[src/rtl/hcd_pkg.sv]
package hcd_pkg;
    localparam logic [7:0] OP_READ  = 8'h90;
    localparam logic [7:0] OP_WRITE = 8'h91;
    localparam logic [7:0] OP_QUERY = 8'h94;

    typedef enum logic [1:0] {
        S_IDLE    = 2'd0,
        S_RD_ADDR = 2'd1,
        S_WR_ADDR = 2'd2,
        S_WR_DATA = 2'd3
    } seq_state_t;
endpackage

[src/rtl/hcd_regfile.sv]
module hcd_regfile #(
    parameter int DEPTH = 32,
    parameter int DW    = 8
) (
    input  logic          clk,
    input  logic          rst_n,
    input  logic          we,
    input  logic [7:0]    addr,
    input  logic [DW-1:0] wdata,
    output logic [DW-1:0] rdata
);
    localparam int AW = (DEPTH > 1) ? $clog2(DEPTH) : 1;

    logic [DW-1:0] mem [DEPTH];
    logic          in_range;

    assign in_range = (32'(addr) < DEPTH);

    always_ff @(posedge clk) begin
        if (!rst_n) begin
            for (int i = 0; i < DEPTH; i++) mem[i] <= '0;
        end else if (we && in_range) begin
            mem[addr[AW-1:0]] <= wdata;
        end
    end

    assign rdata = in_range ? mem[addr[AW-1:0]] : '0;
endmodule

[src/rtl/hcd_event.sv]
module hcd_event #(
    parameter int DW = 8
) (
    input  logic          clk,
    input  logic          rst_n,
    input  logic          set,
    input  logic [DW-1:0] code,
    input  logic          clr,
    output logic [DW-1:0] pending
);
    always_ff @(posedge clk) begin
        if (!rst_n)   pending <= '0;
        else if (set) pending <= code;
        else if (clr) pending <= '0;
    end

    // a clear without a new pulse empties the holder
    p_evt_clear_r6: assert property (@(posedge clk) disable iff (!rst_n)
        (clr && !set) |=> (pending == '0));

    // a pulse always lands, even against a clear
    p_set_wins_r12: assert property (@(posedge clk) disable iff (!rst_n)
        set |=> (pending == $past(code)));
endmodule

[src/rtl/hcd_seq.sv]
module hcd_seq
    import hcd_pkg::*;
(
    input  logic       clk,
    input  logic       rst_n,
    input  logic       wr_stb,
    input  logic       wr_is_cmd,
    input  logic [7:0] wr_byte,
    input  logic       rd_data_stb,
    input  logic [7:0] evt_pending,
    output logic       evt_clr,
    output logic       rf_we,
    output logic [7:0] rf_addr,
    output logic [7:0] rf_wdata,
    input  logic [7:0] rf_rdata,
    output logic       ibf,
    output logic       obf,
    output logic [7:0] obuf
);
    seq_state_t st, nxt;
    logic [7:0] ibuf;
    logic       ibuf_cmd;
    logic [7:0] addr_q;
    logic       load;
    logic [7:0] load_val;
    logic       addr_load;
    logic       consume_cmd, consume_data;

    assign consume_cmd  = ibf && ibuf_cmd;
    assign consume_data = ibf && !ibuf_cmd;

    // state register
    always_ff @(posedge clk) begin
        if (!rst_n) st <= S_IDLE;
        else        st <= nxt;
    end

    // next state and outputs
    always_comb begin
        nxt       = st;
        load      = 1'b0;
        load_val  = 8'h00;
        evt_clr   = 1'b0;
        rf_we     = 1'b0;
        addr_load = 1'b0;
        rf_addr   = (st == S_WR_DATA) ? addr_q : ibuf;
        rf_wdata  = ibuf;
        if (consume_cmd) begin
            unique case (ibuf)
                OP_READ:  nxt = S_RD_ADDR;
                OP_WRITE: nxt = S_WR_ADDR;
                OP_QUERY: begin
                    nxt      = S_IDLE;
                    load     = 1'b1;
                    load_val = evt_pending;
                    evt_clr  = 1'b1;
                end
                default:  nxt = S_IDLE;
            endcase
        end else if (consume_data) begin
            unique case (st)
                S_IDLE:    nxt = S_IDLE;
                S_RD_ADDR: begin
                    nxt      = S_IDLE;
                    load     = 1'b1;
                    load_val = rf_rdata;
                end
                S_WR_ADDR: begin
                    nxt       = S_WR_DATA;
                    addr_load = 1'b1;
                end
                S_WR_DATA: begin
                    nxt   = S_IDLE;
                    rf_we = 1'b1;
                end
            endcase
        end
    end

    // host-facing buffers
    always_ff @(posedge clk) begin
        if (!rst_n) begin
            ibf      <= 1'b0;
            ibuf     <= 8'h00;
            ibuf_cmd <= 1'b0;
            obf      <= 1'b0;
            obuf     <= 8'h00;
            addr_q   <= 8'h00;
        end else begin
            if (wr_stb) begin
                ibf      <= 1'b1;
                ibuf     <= wr_byte;
                ibuf_cmd <= wr_is_cmd;
            end else if (ibf) begin
                ibf <= 1'b0;
            end
            if (addr_load) addr_q <= ibuf;
            if (load) begin
                obf  <= 1'b1;
                obuf <= load_val;
            end else if (rd_data_stb) begin
                obf <= 1'b0;
            end
        end
    end

    // the input buffer empties one edge after a lone write
    p_ibf_drop_r3: assert property (@(posedge clk) disable iff (!rst_n)
        (ibf && !wr_stb) |=> !ibf);

    // a host data read with no new result clears output-buffer-full
    p_obf_clear_r7: assert property (@(posedge clk) disable iff (!rst_n)
        (rd_data_stb && !load) |=> !obf);

    // an address byte in a read raises output-buffer-full
    p_read_result_r4: assert property (@(posedge clk) disable iff (!rst_n)
        (consume_data && st == S_RD_ADDR) |=> obf);

    // the final write byte never produces a result
    p_write_silent_r5: assert property (@(posedge clk) disable iff (!rst_n)
        (consume_data && st == S_WR_DATA && !rd_data_stb) |=> $stable(obf));

    // a write opcode restarts decoding from any state
    p_abort_r8: assert property (@(posedge clk) disable iff (!rst_n)
        (consume_cmd && ibuf == OP_WRITE) |=> (st == S_WR_ADDR));

    // unknown opcodes land in idle
    p_unknown_idle_r9: assert property (@(posedge clk) disable iff (!rst_n)
        (consume_cmd && ibuf != OP_READ && ibuf != OP_WRITE && ibuf != OP_QUERY)
        |=> (st == S_IDLE));

    // data while idle yields no write
    p_idle_drop_r10: assert property (@(posedge clk) disable iff (!rst_n)
        (consume_data && st == S_IDLE) |-> !rf_we);
endmodule

[src/rtl/hostcmd_decoder.sv]
module hostcmd_decoder #(
    parameter int          AW_HOST   = 16,
    parameter int          DEPTH     = 32,
    parameter logic [15:0] CMD_PORT  = 16'h0066,
    parameter logic [15:0] DATA_PORT = 16'h0062
) (
    input  logic               clk,
    input  logic               rst_n,
    input  logic               host_wr,
    input  logic               host_rd,
    input  logic [AW_HOST-1:0] host_addr,
    input  logic [7:0]         host_wdata,
    output logic [7:0]         host_rdata,
    input  logic               evt_valid,
    input  logic [7:0]         evt_code
);
    logic       at_cmd, at_data;
    logic       wr_stb, rd_data_stb;
    logic       evt_clr;
    logic [7:0] evt_pending;
    logic       rf_we;
    logic [7:0] rf_addr, rf_wdata, rf_rdata;
    logic       ibf, obf;
    logic [7:0] obuf;

    assign at_cmd      = (host_addr == AW_HOST'(CMD_PORT));
    assign at_data     = (host_addr == AW_HOST'(DATA_PORT));
    assign wr_stb      = host_wr && (at_cmd || at_data);
    assign rd_data_stb = host_rd && at_data;

    hcd_seq u_seq (
        .clk         (clk),
        .rst_n       (rst_n),
        .wr_stb      (wr_stb),
        .wr_is_cmd   (at_cmd),
        .wr_byte     (host_wdata),
        .rd_data_stb (rd_data_stb),
        .evt_pending (evt_pending),
        .evt_clr     (evt_clr),
        .rf_we       (rf_we),
        .rf_addr     (rf_addr),
        .rf_wdata    (rf_wdata),
        .rf_rdata    (rf_rdata),
        .ibf         (ibf),
        .obf         (obf),
        .obuf        (obuf)
    );

    hcd_regfile #(.DEPTH(DEPTH), .DW(8)) u_rf (
        .clk   (clk),
        .rst_n (rst_n),
        .we    (rf_we),
        .addr  (rf_addr),
        .wdata (rf_wdata),
        .rdata (rf_rdata)
    );

    hcd_event #(.DW(8)) u_evt (
        .clk     (clk),
        .rst_n   (rst_n),
        .set     (evt_valid),
        .code    (evt_code),
        .clr     (evt_clr),
        .pending (evt_pending)
    );

    always_comb begin
        if (at_cmd)       host_rdata = {6'b0, ibf, obf};
        else if (at_data) host_rdata = obuf;
        else              host_rdata = 8'h00;
    end
endmodule

[config.mk]
export PLATFORM = sky130hd
export DESIGN_NAME = hostcmd_decoder
export DESIGN_NICKNAME = d
export VERILOG_FILES = /design/src/rtl/hcd_pkg.sv /design/src/rtl/hcd_regfile.sv /design/src/rtl/hcd_event.sv /design/src/rtl/hcd_seq.sv /design/src/rtl/hostcmd_decoder.sv
export SDC_FILE = /design/constraint.sdc
export NUM_CORES = 1
export LEC_CHECK = 0
export BUFFER_PORTS_ARGS = -buffer_cell sky130_fd_sc_hd__buf_2
export CAP_MARGIN = 0
export CORE_MARGIN = 8
export CORE_UTILIZATION = 60
export DETAILED_ROUTE_END_ITERATION = 10
export GPL_TIMING_DRIVEN = 0
export PLACE_DENSITY = 0.77
export SYNTH_ARGS = -nofsm -noshare
export SYNTH_HDL_FRONTEND = slang
export SYNTH_HIERARCHICAL = 1
export SYNTH_SLANG_ARGS = --single-unit
[constraint.sdc]
create_clock -name clk -period 3.5 [get_ports clk]
set_clock_uncertainty 0.05 [all_clocks]
set_input_delay 0.175 -clock clk [delete_from_list [all_inputs] [get_ports clk]]
set_output_delay 0.175 -clock clk [all_outputs]
set_load 0.01 [all_outputs]
==> results_dict.tcl, run 1 <==
set metrics [dict create \
    clock_tree.buffer_depth 3 \
    clock_sinks 293 \
    max_cap_violations 0 \
    n_fill_cell 1699 \
    drive_gt1_frac 0.1622 \
    fmax_mhz 286.4 \
    vias 9392 \
    p_sw_mw 1.473 \
    swShare 0.2065 \
    slew_viol_final 0 \
    dieHeight_um 169.3 \
    io_buffers 43 \
    seq_power_share 0.560 \
    irDropWorstVdd_mv 0.4449 \
    cts_buffers 30 \
    fin_tns_setup_ns 0 \
    maxSlewHeadroom 0.2628 \
    drt_iter0_drc 1031 \
    hold_viol 0 \
    post_synth_instance_area_um2 14100 \
    grt_overflow_total 0 \
    syn_area_per_cell_um2 12.84 \
    clkLatencyLatePin_ns 0.57 \
    finalCriticalPeriod_ns 3.491 \
    ys_warn_count 6 \
    crit_arrival_ns 3.63 \
    cts_tree "built" \
    dieWidth_um 169.3 \
    die_area_um2 28650 \
    cell_internal_pwr_mw 5.660 \
    grt_pass1_vias 9031 \
    async_flop_share 0 \
    hp-class "input pin to flop" \
    grt_usage 0.2516 \
    drt_wl_total_mm 36.11 \
    detail_route.first_pass.iterations 6 \
    yosys_most_used_dff "edfxtp_1" \
    path_class "flop to flop" \
    ys_seq_area_frac 0.5979 \
    path_max_fanout 10 \
    setup.worst_path.end_class "flop" \
    gp_congestion 0.9243 \
    ios 45 \
    power_density_nw_per_um2 446.3 \
    setup_slack_ns 0.008893 \
    final_cell_area_um2 15980 \
    grt_pass1_wl_mm 54.61 \
    wl_per_cell_um 23.45 \
    pwr-share-clk 0.406 \
    placementRows 56 \
    r2r_slack_ns 0.009 \
    core_area_um2 23260 \
    placed_cell_area_um2 14710 \
    status "complete, no violations" \
    finalSetupViolCount 0 \
    drcViolationCount 0 \
    holdWs_ns 0.02115 \
    syn-num-nets 1135 \
    htreeDepth 1 \
    initial_utilization 0.6060 \
    synth_cells 1098 \
    combPwrFrac 0.035 \
    p_leak_nw 5.360 \
    antenna_left 0 \
    antenna_found_initial 0 \
    startpoint_type "flop" \
    syn_to_final_growth_pct 13.39 \
    fin_crit_sh 0.9975 \
    grt_max_degree 16 \
    layout_commonest_cell "and2_1" \
    final_cell_mix "258 x and2_1, 256 x edfxtp_1, 147 x mux2i_1, 66 x buf_2, 63 x o22ai_1" \
    fin_nets 1235 \
    synth_edf_count 256 \
    max_slew.worst_pin.slew_ns 1.106 \
    pre_cts_slack_ns -0.5122 \
    via_per_inst 6.099 \
    cts_root_buf "clkbuf_16" \
    n_antenna_cell 0 \
    post-dp-hpwl_mm 24.80 \
    worstPathRequired_ns 3.64 \
    clk_pin_slew_ns 0.06 \
    synth_cell_types 54 \
    synth_seq_cells 293 \
]
==> sequential cells by signal, summed over array words and instances, names as in the netlist <==
register	flops
u_evt/pending	8
u_seq/st	2
u_seq/obuf	8
u_seq/addr_q	8
u_seq/ibf	1
u_seq/ibuf_cmd	1
u_seq/rf_wdata	8
u_seq/obf	1
u_rf/mem	256
==> power by group through the flow <==
stage	Combinational [mW]	Sequential (mW)	Clock [mW]
2_1_floorplan	0.127	4.05	0
3_3_place_gp	0.206	4.06	0
3_5_place_dp	0.211	4.07	0
4_1_cts	0.235	3.99	2.91
5_1_grt	0.262	4.00	3.06
6_report	0.246	3.99	2.89
==> Yosys cell counts (all sizes together) (7+ instances only) <==
cell | count | area share
nand2b | 14 | 0.0089
buf | 35 | 0.017
nand2 | 12 | 0.0032
nand3 | 9 | 0.0032
mux2 | 8 | 0.0064
a31oi | 16 | 0.0071
nor4 | 9 | 0.0044
mux2i | 147 | 0.10
nor3 | 8 | 0.0048
edfxtp | 256 | 0.55
nor3b | 7 | 0.0059
nand4 | 12 | 0.0053
nor2 | 66 | 0.026
nand4bb | 7 | 0.0056
o22ai | 64 | 0.028
clkbuf | 50 | 0.013
dfxtp | 37 | 0.053
o21ai | 36 | 0.015
and2 | 258 | 0.11
o311ai | 8 | 0.0050
==> routing by layer <==
metal / vias up / GRT usage / part of all wire
li1: 4241 / - / -
met1: 4588 / 0.3496 / 0.41
met2: 478 / 0.4050 / 0.46
met3: 85 / 0.03954 / 0.095
met4: 0 / 0.07387 / 0.034
met5: - / 0 / 0
==> final timing paths <==
path	startpoint	to	depth (start not counted)
max	u_seq/st[0]$_SDFFE_PN0P_	u_rf/mem[10][5]$_SDFFCE_PN0P_	6
min	evt_valid	u_evt/pending[3]$_SDFFE_PN0P_	4
max reg2reg	u_seq/st[0]$_SDFFE_PN0P_	u_rf/mem[10][5]$_SDFFCE_PN0P_	6
min reg2reg	u_seq/addr_q[0]$_SDFFE_PN0P_	u_seq/addr_q[0]$_SDFFE_PN0P_	2
==> cell families after synthesis <==
kind of cell | count (synthesis) | synth area share
flip-flops | 293 | 0.5979
multiplexers | 155 | 0.1108
buffers and inverters | 90 | 0.03151
AND/OR/NAND/NOR | 431 | 0.2020
AO/OA/AOI/OAI | 129 | 0.05779
==> timing repair <==
item / 4_1_cts / 5_1_grt
hold buffers: 23 / 0
pin swaps: 1 / 1
setup endpoints to repair: 164 / 248
setup buffers: 0 / 2
endpoints found under the hold margin: 19 / 0
gates resized for setup: 32 / 17
==> stage by stage <==
stage               utilization  power [mW]  std cells
finish                   0.6871       7.133       1540
global route             0.6871       7.327       1540
CTS                      0.6829       7.143       1538
detailed placement       0.6324       4.276       1460
global placement         0.6324       4.264       1460
floorplan                     -       4.173       1098
==> final cells by class <==
| class | instances | area (µm²) | share of cell area |
|---|---|---|---|
| plain buffers | 85 | 429.2 | 0.02685 |
| clock buffers | 48 | 838.3 | 0.05245 |
| clock inverters | 7 | 41.29 | 0.002583 |
| inverters | 5 | 18.77 | 0.001174 |
| multi-input cells | 715 | 5369 | 0.3359 |
| flip-flops and latches | 293 | 8428 | 0.5273 |
| well taps | 319 | 399.1 | 0.02497 |
| repair buffers | 68 | 460.4 | 0.02881 |
==> worst max-delay path: stages, from the launching register on <==
cell      delay [ns]
dfxtp_1         0.35
nand2_2         0.20
mux2_2          0.37
nor3_1          0.44
nand4_1         0.50
clkbuf_1        0.45
o21ai_1         0.72
No activity file was read; power rests on OpenSTA's default activity.
==> inputs of run 2 (changes only) <==
==> constraint.sdc (replaced) <==
create_clock -name clk -period 3.5 [get_ports clk]
set_clock_uncertainty 0.05 [all_clocks]
set_input_delay 0.35 -clock clk [delete_from_list [all_inputs] [get_ports clk]]
set_output_delay 0.35 -clock clk [all_outputs]
set_load 0.01 [all_outputs]
==> run 2 against run 1 <==
  * Final cell count fell by 0.65%
  * Maximum frequency rose by 0.34%
  * Register-to-register slack barely moved
  * Cell area fell by 0.63%
  * Combinational power fell by 4%
  * Worst hold slack got worse by 0.021 ns
  * Setup slack improved by 0.012 ns
  * Non-clock buffer count fell by 10
  * Sequential power barely moved
  * Clock-buffer cell count did not move
  * Via count fell by 0.77%
  * Routed wire length fell by 0.71%
==> results_dict.tcl, run 2 (same netlist as run 1, synthesis figures left out) <==
set metrics [dict create \
    cts_buffers 30 \
    hold_viol 0 \
    hp-class "input pin to flop" \
    antenna_found_initial 0 \
    max_cap_violations 0 \
    startpoint_type "flop" \
    rr_startpoint "u_seq/st[0]$_SDFFE_PN0P_" \
    ios 45 \
    io_buffers 43 \
    setup_slack_ns 0.02071 \
    grt_usage 0.2503 \
    fin_nets 1225 \
    antenna_left 0 \
    grt_pass1_wl_mm 54.32 \
    crit_buf_inv 1 \
    max_slew.worst_pin.slew_ns 1.087 \
    clkLatencyLatePin_ns 0.57 \
    status "complete, no violations" \
    drt_wl_total_mm 35.86 \
    vias 9320 \
    cts_tree "built" \
    fin_tns_setup_ns 0 \
    drcViolationCount 0 \
    core_area_um2 23260 \
    die_area_um2 28650 \
    slowest_delay_ns 0.72 \
    holdWs_ns 0.0005285 \
    fin_crit_sh 0.9941 \
    finalCriticalPeriod_ns 3.479 \
    crit_arrival_ns 3.62 \
    critPathLaunch "u_seq/st[0]$_SDFFE_PN0P_" \
    crit_chain "nand2_2, mux2_2, nor3_1, nand4_1, clkbuf_1, o21ai_1" \
    drt_iter0_drc 1028 \
    worstHoldStart "evt_code[2]" \
    setup.worst_path.end_class "flop" \
    cts_root_buf "clkbuf_16" \
    clock_tree.buffer_depth 3 \
    gp_congestion 0.9243 \
    n_antenna_cell 0 \
    syn_to_final_growth_pct 12.68 \
    placed_cell_area_um2 14710 \
    wl_per_cell_um 23.43 \
    drive_gt1_frac 0.1635 \
    maxSlewHeadroom 0.2753 \
    placementRows 56 \
    clock_sinks 293 \
    final_cell_mix "258 x and2_1, 256 x edfxtp_1, 147 x mux2i_1, 66 x buf_2, 63 x o22ai_1" \
    grt_pass1_vias 8982 \
    instances_no_fill 1530 \
    utilization 0.6828 \
    pre_cts_slack_ns -0.5122 \
    cp_slowest_cell "o21ai_1" \
    largest_reg_flops 256 \
    irDropWorstVdd_mv 0.4431 \
    p_total_mw 7.122 \
    grt_max_degree 16 \
    dp_cells 1460 \
    power_density_nw_per_um2 448.4 \
    n_fill_cell 1712 \
    layout_commonest_cell "and2_1" \
    p_leak_nw 5.307 \
    slew_viol_final 0 \
    clk_pin_slew_ns 0.06 \
    path_class "flop to flop" \
    dieWidth_um 169.3 \
    via_per_inst 6.092 \
    fmax_mhz 287.4 \
    finalSetupViolCount 0 \
    path_max_fanout 10 \
    htreeDepth 1 \
    post-dp-hpwl_mm 24.80 \
    dieHeight_um 169.3 \
    worstPathRequired_ns 3.64 \
    initial_utilization 0.6060 \
    crit_family "simple AND/OR/NAND/NOR gates" \
    regMostFlops "u_rf/mem" \
    detail_route.first_pass.iterations 6 \
    final_cell_area_um2 15880 \
    grt_overflow_total 0 \
]
## run 2: path summary, 6_finish.rpt
| kind | endpoint | slack, ns | cells after the start |
|---|---|---|---|
| max | u_rf/mem[10][5]$_SDFFCE_PN0P_ | 0.02 | 6 |
| min reg2reg | u_evt/pending[0]$_SDFFE_PN0P_ | 0.42 | 2 |
| min | u_evt/pending[2]$_SDFFE_PN0P_ | 0.0005 | 3 |
| max reg2reg | u_rf/mem[10][5]$_SDFFCE_PN0P_ | 0.02 | 6 |
## run 2: layout make-up
cell class              instances  area (µm²)  share of cell area
clock buffers                  48       838.3             0.05278
repair buffers                 58       360.3             0.02269
clock inverters                 7       41.29            0.002599
multi-input cells             715        5369              0.3380
plain buffers                  85       429.2             0.02702
well taps                     319       399.1             0.02513
flip-flops and latches        293        8428              0.5306
inverters                       5       18.77            0.001182
## run 2: layer usage
layer,vias up,share of wire,track usage
met5,-,0,0
met4,0,0.032,0.07541
met3,88,0.10,0.04071
met2,483,0.46,0.4001
met1,4528,0.41,0.3485
li1,4221,-,-
## run 2: worst min-delay path: cells and delay by family
| kind | cells | cell delay [ns] |
|---|---|---|
| AOI/OAI and AO/OA | 1 | 0.06 |
| and+or+nand+nor | 1 | 0.09 |
| buffers and inverters | 1 | 0.08 |
## run 2: timing repair
| action | CTS | global route |
|---|---|---|
| gates resized for setup | 32 | 17 |
| setup endpoints to repair | 164 | 248 |
| hold buffers | 13 | 0 |
| hold endpoints to repair | 13 | 0 |
| gates cloned | 0 | 0 |
| setup buffers | 0 | 2 |
| pin swaps | 1 | 1 |
## run 2: report_power, final
| part | total (mW) | switching, mW | leakage [nW] | internal (mW) |
|---|---|---|---|---|
| Combinational | 0.236 | 0.155 | 2.15 | 0.0811 |
| Clock | 2.89 | 1.27 | 0.424 | 1.63 |
| Sequential | 3.99 | 0.0486 | 2.73 | 3.94 |
| Total | 7.12 | 1.47 | 5.31 | 5.65 |
==> inputs of run 3 (changes only) <==
- BUFFER_PORTS_ARGS: -buffer_cell sky130_fd_sc_hd__buf_2 -> -buffer_cell sky130_fd_sc_hd__buf_4
- PLACE_DENSITY: 0.77 -> 0.8
==> run 3 against run 2 <==
  * The run now ends with negative setup slack left
  * Clock-buffer cell count shrank 10
  * Cell area rose by 0.33%
  * Final cell count is 0.59% lower
  * Clock power grew 3%
  * Via count shrank 1.7%
  * Worst hold slack better by 0.0091 ns
  * Global-route usage is 1.2 points lower
  * Maximum frequency shrank 0.60%
  * Sequential share of layout area shrank 0.17 points
  * Combinational power shrank 2%
  * First-iteration DRC count is 8.4% lower
  * Register-to-register slack worse by 0.02 ns
  * Largest cell class unchanged
  * Largest power group unchanged
==> results_dict.tcl, run 3 (same netlist as run 1, synthesis figures left out) <==
set metrics [dict create \
    seq_power_share 0.555 \
    wl_per_cell_um 22.63 \
    p_total_mw 7.188 \
    fin_crit_sh 1.000 \
    die_area_um2 28650 \
    vias 9165 \
    startpoint_type "flop" \
    combPwrFrac 0.032 \
    initial_utilization 0.6060 \
    cts_root_buf "clkbuf_16" \
    grt_max_degree 14 \
    critPathLaunch "u_seq/st[1]$_SDFFE_PN0P_" \
    setup.worst_path.end_class "flop" \
    placed_cell_area_um2 14820 \
    hold_depth 3 \
    grt_pass1_vias 8789 \
    via_per_inst 6.026 \
    hp-class "input pin to flop" \
    antenna_found_initial 1 \
    cell_internal_pwr_mw 5.760 \
    regMostFlops "u_rf/mem" \
    rsz0062_at_grt "yes" \
    drt_iter0_drc 942 \
    antenna_left 0 \
    max_slew.worst_pin.slew_ns 0.9881 \
    placementRows 56 \
    r2r_slack_ns -0.0005 \
    irDropWorstVdd_mv 0.4471 \
    n_fill_cell 1663 \
    ios 45 \
    path_max_fanout 10 \
    drcViolationCount 0 \
    pwr-share-clk 0.413 \
    syn_to_final_growth_pct 13.06 \
    largest_reg_flops 256 \
    htreeDepth 1 \
    cts_tree "built" \
    layout_commonest_cell "and2_1" \
    max_cap_violations 0 \
    detail_route.first_pass.iterations 6 \
    final_cell_area_um2 15940 \
    dieWidth_um 169.3 \
    multiInputGateArea_um2 5351 \
    path_class "flop to flop" \
    post-dp-hpwl_mm 24.54 \
    register_area_um2 8428 \
    setup_slack_ns -0.0004596 \
    slew_viol_final 0 \
    p_leak_nw 5.335 \
    clock_sinks 293 \
    clkLatencyLatePin_ns 0.54 \
    dieHeight_um 169.3 \
    clk_pin_slew_ns 0.06 \
    reg2reg_to "u_rf/mem[6][4]$_SDFFCE_PN0P_" \
    fmax_mhz 285.7 \
    power_density_nw_per_um2 451.0 \
    core_area_um2 23260 \
    fin_nets 1219 \
    swShare 0.1986 \
    grt_pass1_wl_mm 51.92 \
    cts_buffers 29 \
    clock_tree.buffer_depth 3 \
    instances_no_fill 1521 \
    finalCriticalPeriod_ns 3.500 \
    final_cell_mix "258 x and2_1, 256 x edfxtp_1, 147 x mux2i_1, 64 x o22ai_1, 55 x clkbuf_1" \
    dp_cells 1460 \
    drt_wl_total_mm 34.42 \
    whs_endpoint "u_seq/rf_wdata[5]$_SDFFE_PN0P_" \
    gp_congestion 0.9822 \
    io_buffers 43 \
    hold_viol 0 \
    drive_gt1_frac 0.1681 \
    fin_tns_setup_ns -0.0008915 \
    maxSlewHeadroom 0.3412 \
    worstHoldStart "host_wdata[5]" \
    pre_cts_slack_ns -0.5740 \
    status "complete, but fails checks" \
    grt_usage 0.2385 \
    rr_startpoint "u_seq/st[1]$_SDFFE_PN0P_" \
    p_sw_mw 1.427 \
    violations "negative setup slack" \
    r2r_cells 6 \
    n_antenna_cell 0 \
    worstPathRequired_ns 3.62 \
    crit_arrival_ns 3.62 \
    finalSetupViolCount 3 \
    grt_overflow_total 0 \
]
run 3: how the worst max path moves through the flow:
stage,cells past startpoint,slack [ns],end
floorplan,8,0.44,u_rf/mem[0][0]$_SDFFCE_PN0P_
global placement,7,-0.54,u_rf/mem[19][6]$_SDFFCE_PN0P_
detailed placement,7,-0.57,u_rf/mem[19][6]$_SDFFCE_PN0P_
CTS,8,0.01,u_rf/mem[19][5]$_SDFFCE_PN0P_
global route,6,-0.13,u_rf/mem[10][7]$_SDFFCE_PN0P_
finish,6,-0.0005,u_rf/mem[6][4]$_SDFFCE_PN0P_
run 3: through the flow:
stage               hold WS, ns  utilization
floorplan                0.3967            -
global placement         0.4096       0.6370
detailed placement       0.4117       0.6370
CTS                    0.001186       0.6806
global route           0.002395       0.6851
finish                 0.009632       0.6851
run 3: power groups by stage:
stage	Clock [mW]	Sequential, mW	Combinational, mW
floorplan	0	4.05	0.127
detailed placement	0	4.07	0.215
global placement	0	4.06	0.211
finish	2.97	3.99	0.231
global route	3.13	4.00	0.249
CTS	2.99	3.99	0.227
run 3: cell type report:
class / count / area share
Clock inverter: 13 / 0.008322
Tap cell: 319 / 0.02505
Inverter: 5 / 0.001178
Sequential cell: 293 / 0.5289
Timing Repair Buffer: 53 / 0.02622
Clock buffer: 38 / 0.04766
Buffer: 85 / 0.02693
Multi-Input combinational cell: 715 / 0.3358
run 3: worst max-delay path, cell delays in order (launching register included):
cell and delay (ns):
dfxtp_1 0.35, nand2_1 0.30, mux2_2 0.40, nor3_1 0.38, nand4_1 0.50, clkbuf_1 0.43, o21ai_1 0.70
run 3: timing repair:
action | CTS | global route
buffers inserted | 0 | 2
hold buffers | 8 | 0
pin swaps | 1 | 1
hold endpoints to repair | 8 | 0
gates resized for setup | 26 | 19
endpoints found under the setup margin | 141 | 251
run 3: layer usage:
metal,global-route usage,part of all wire
met3,0.04420,0.097
met4,0.09003,0.037
met2,0.3922,0.48
met1,0.3117,0.39
met5,0,0
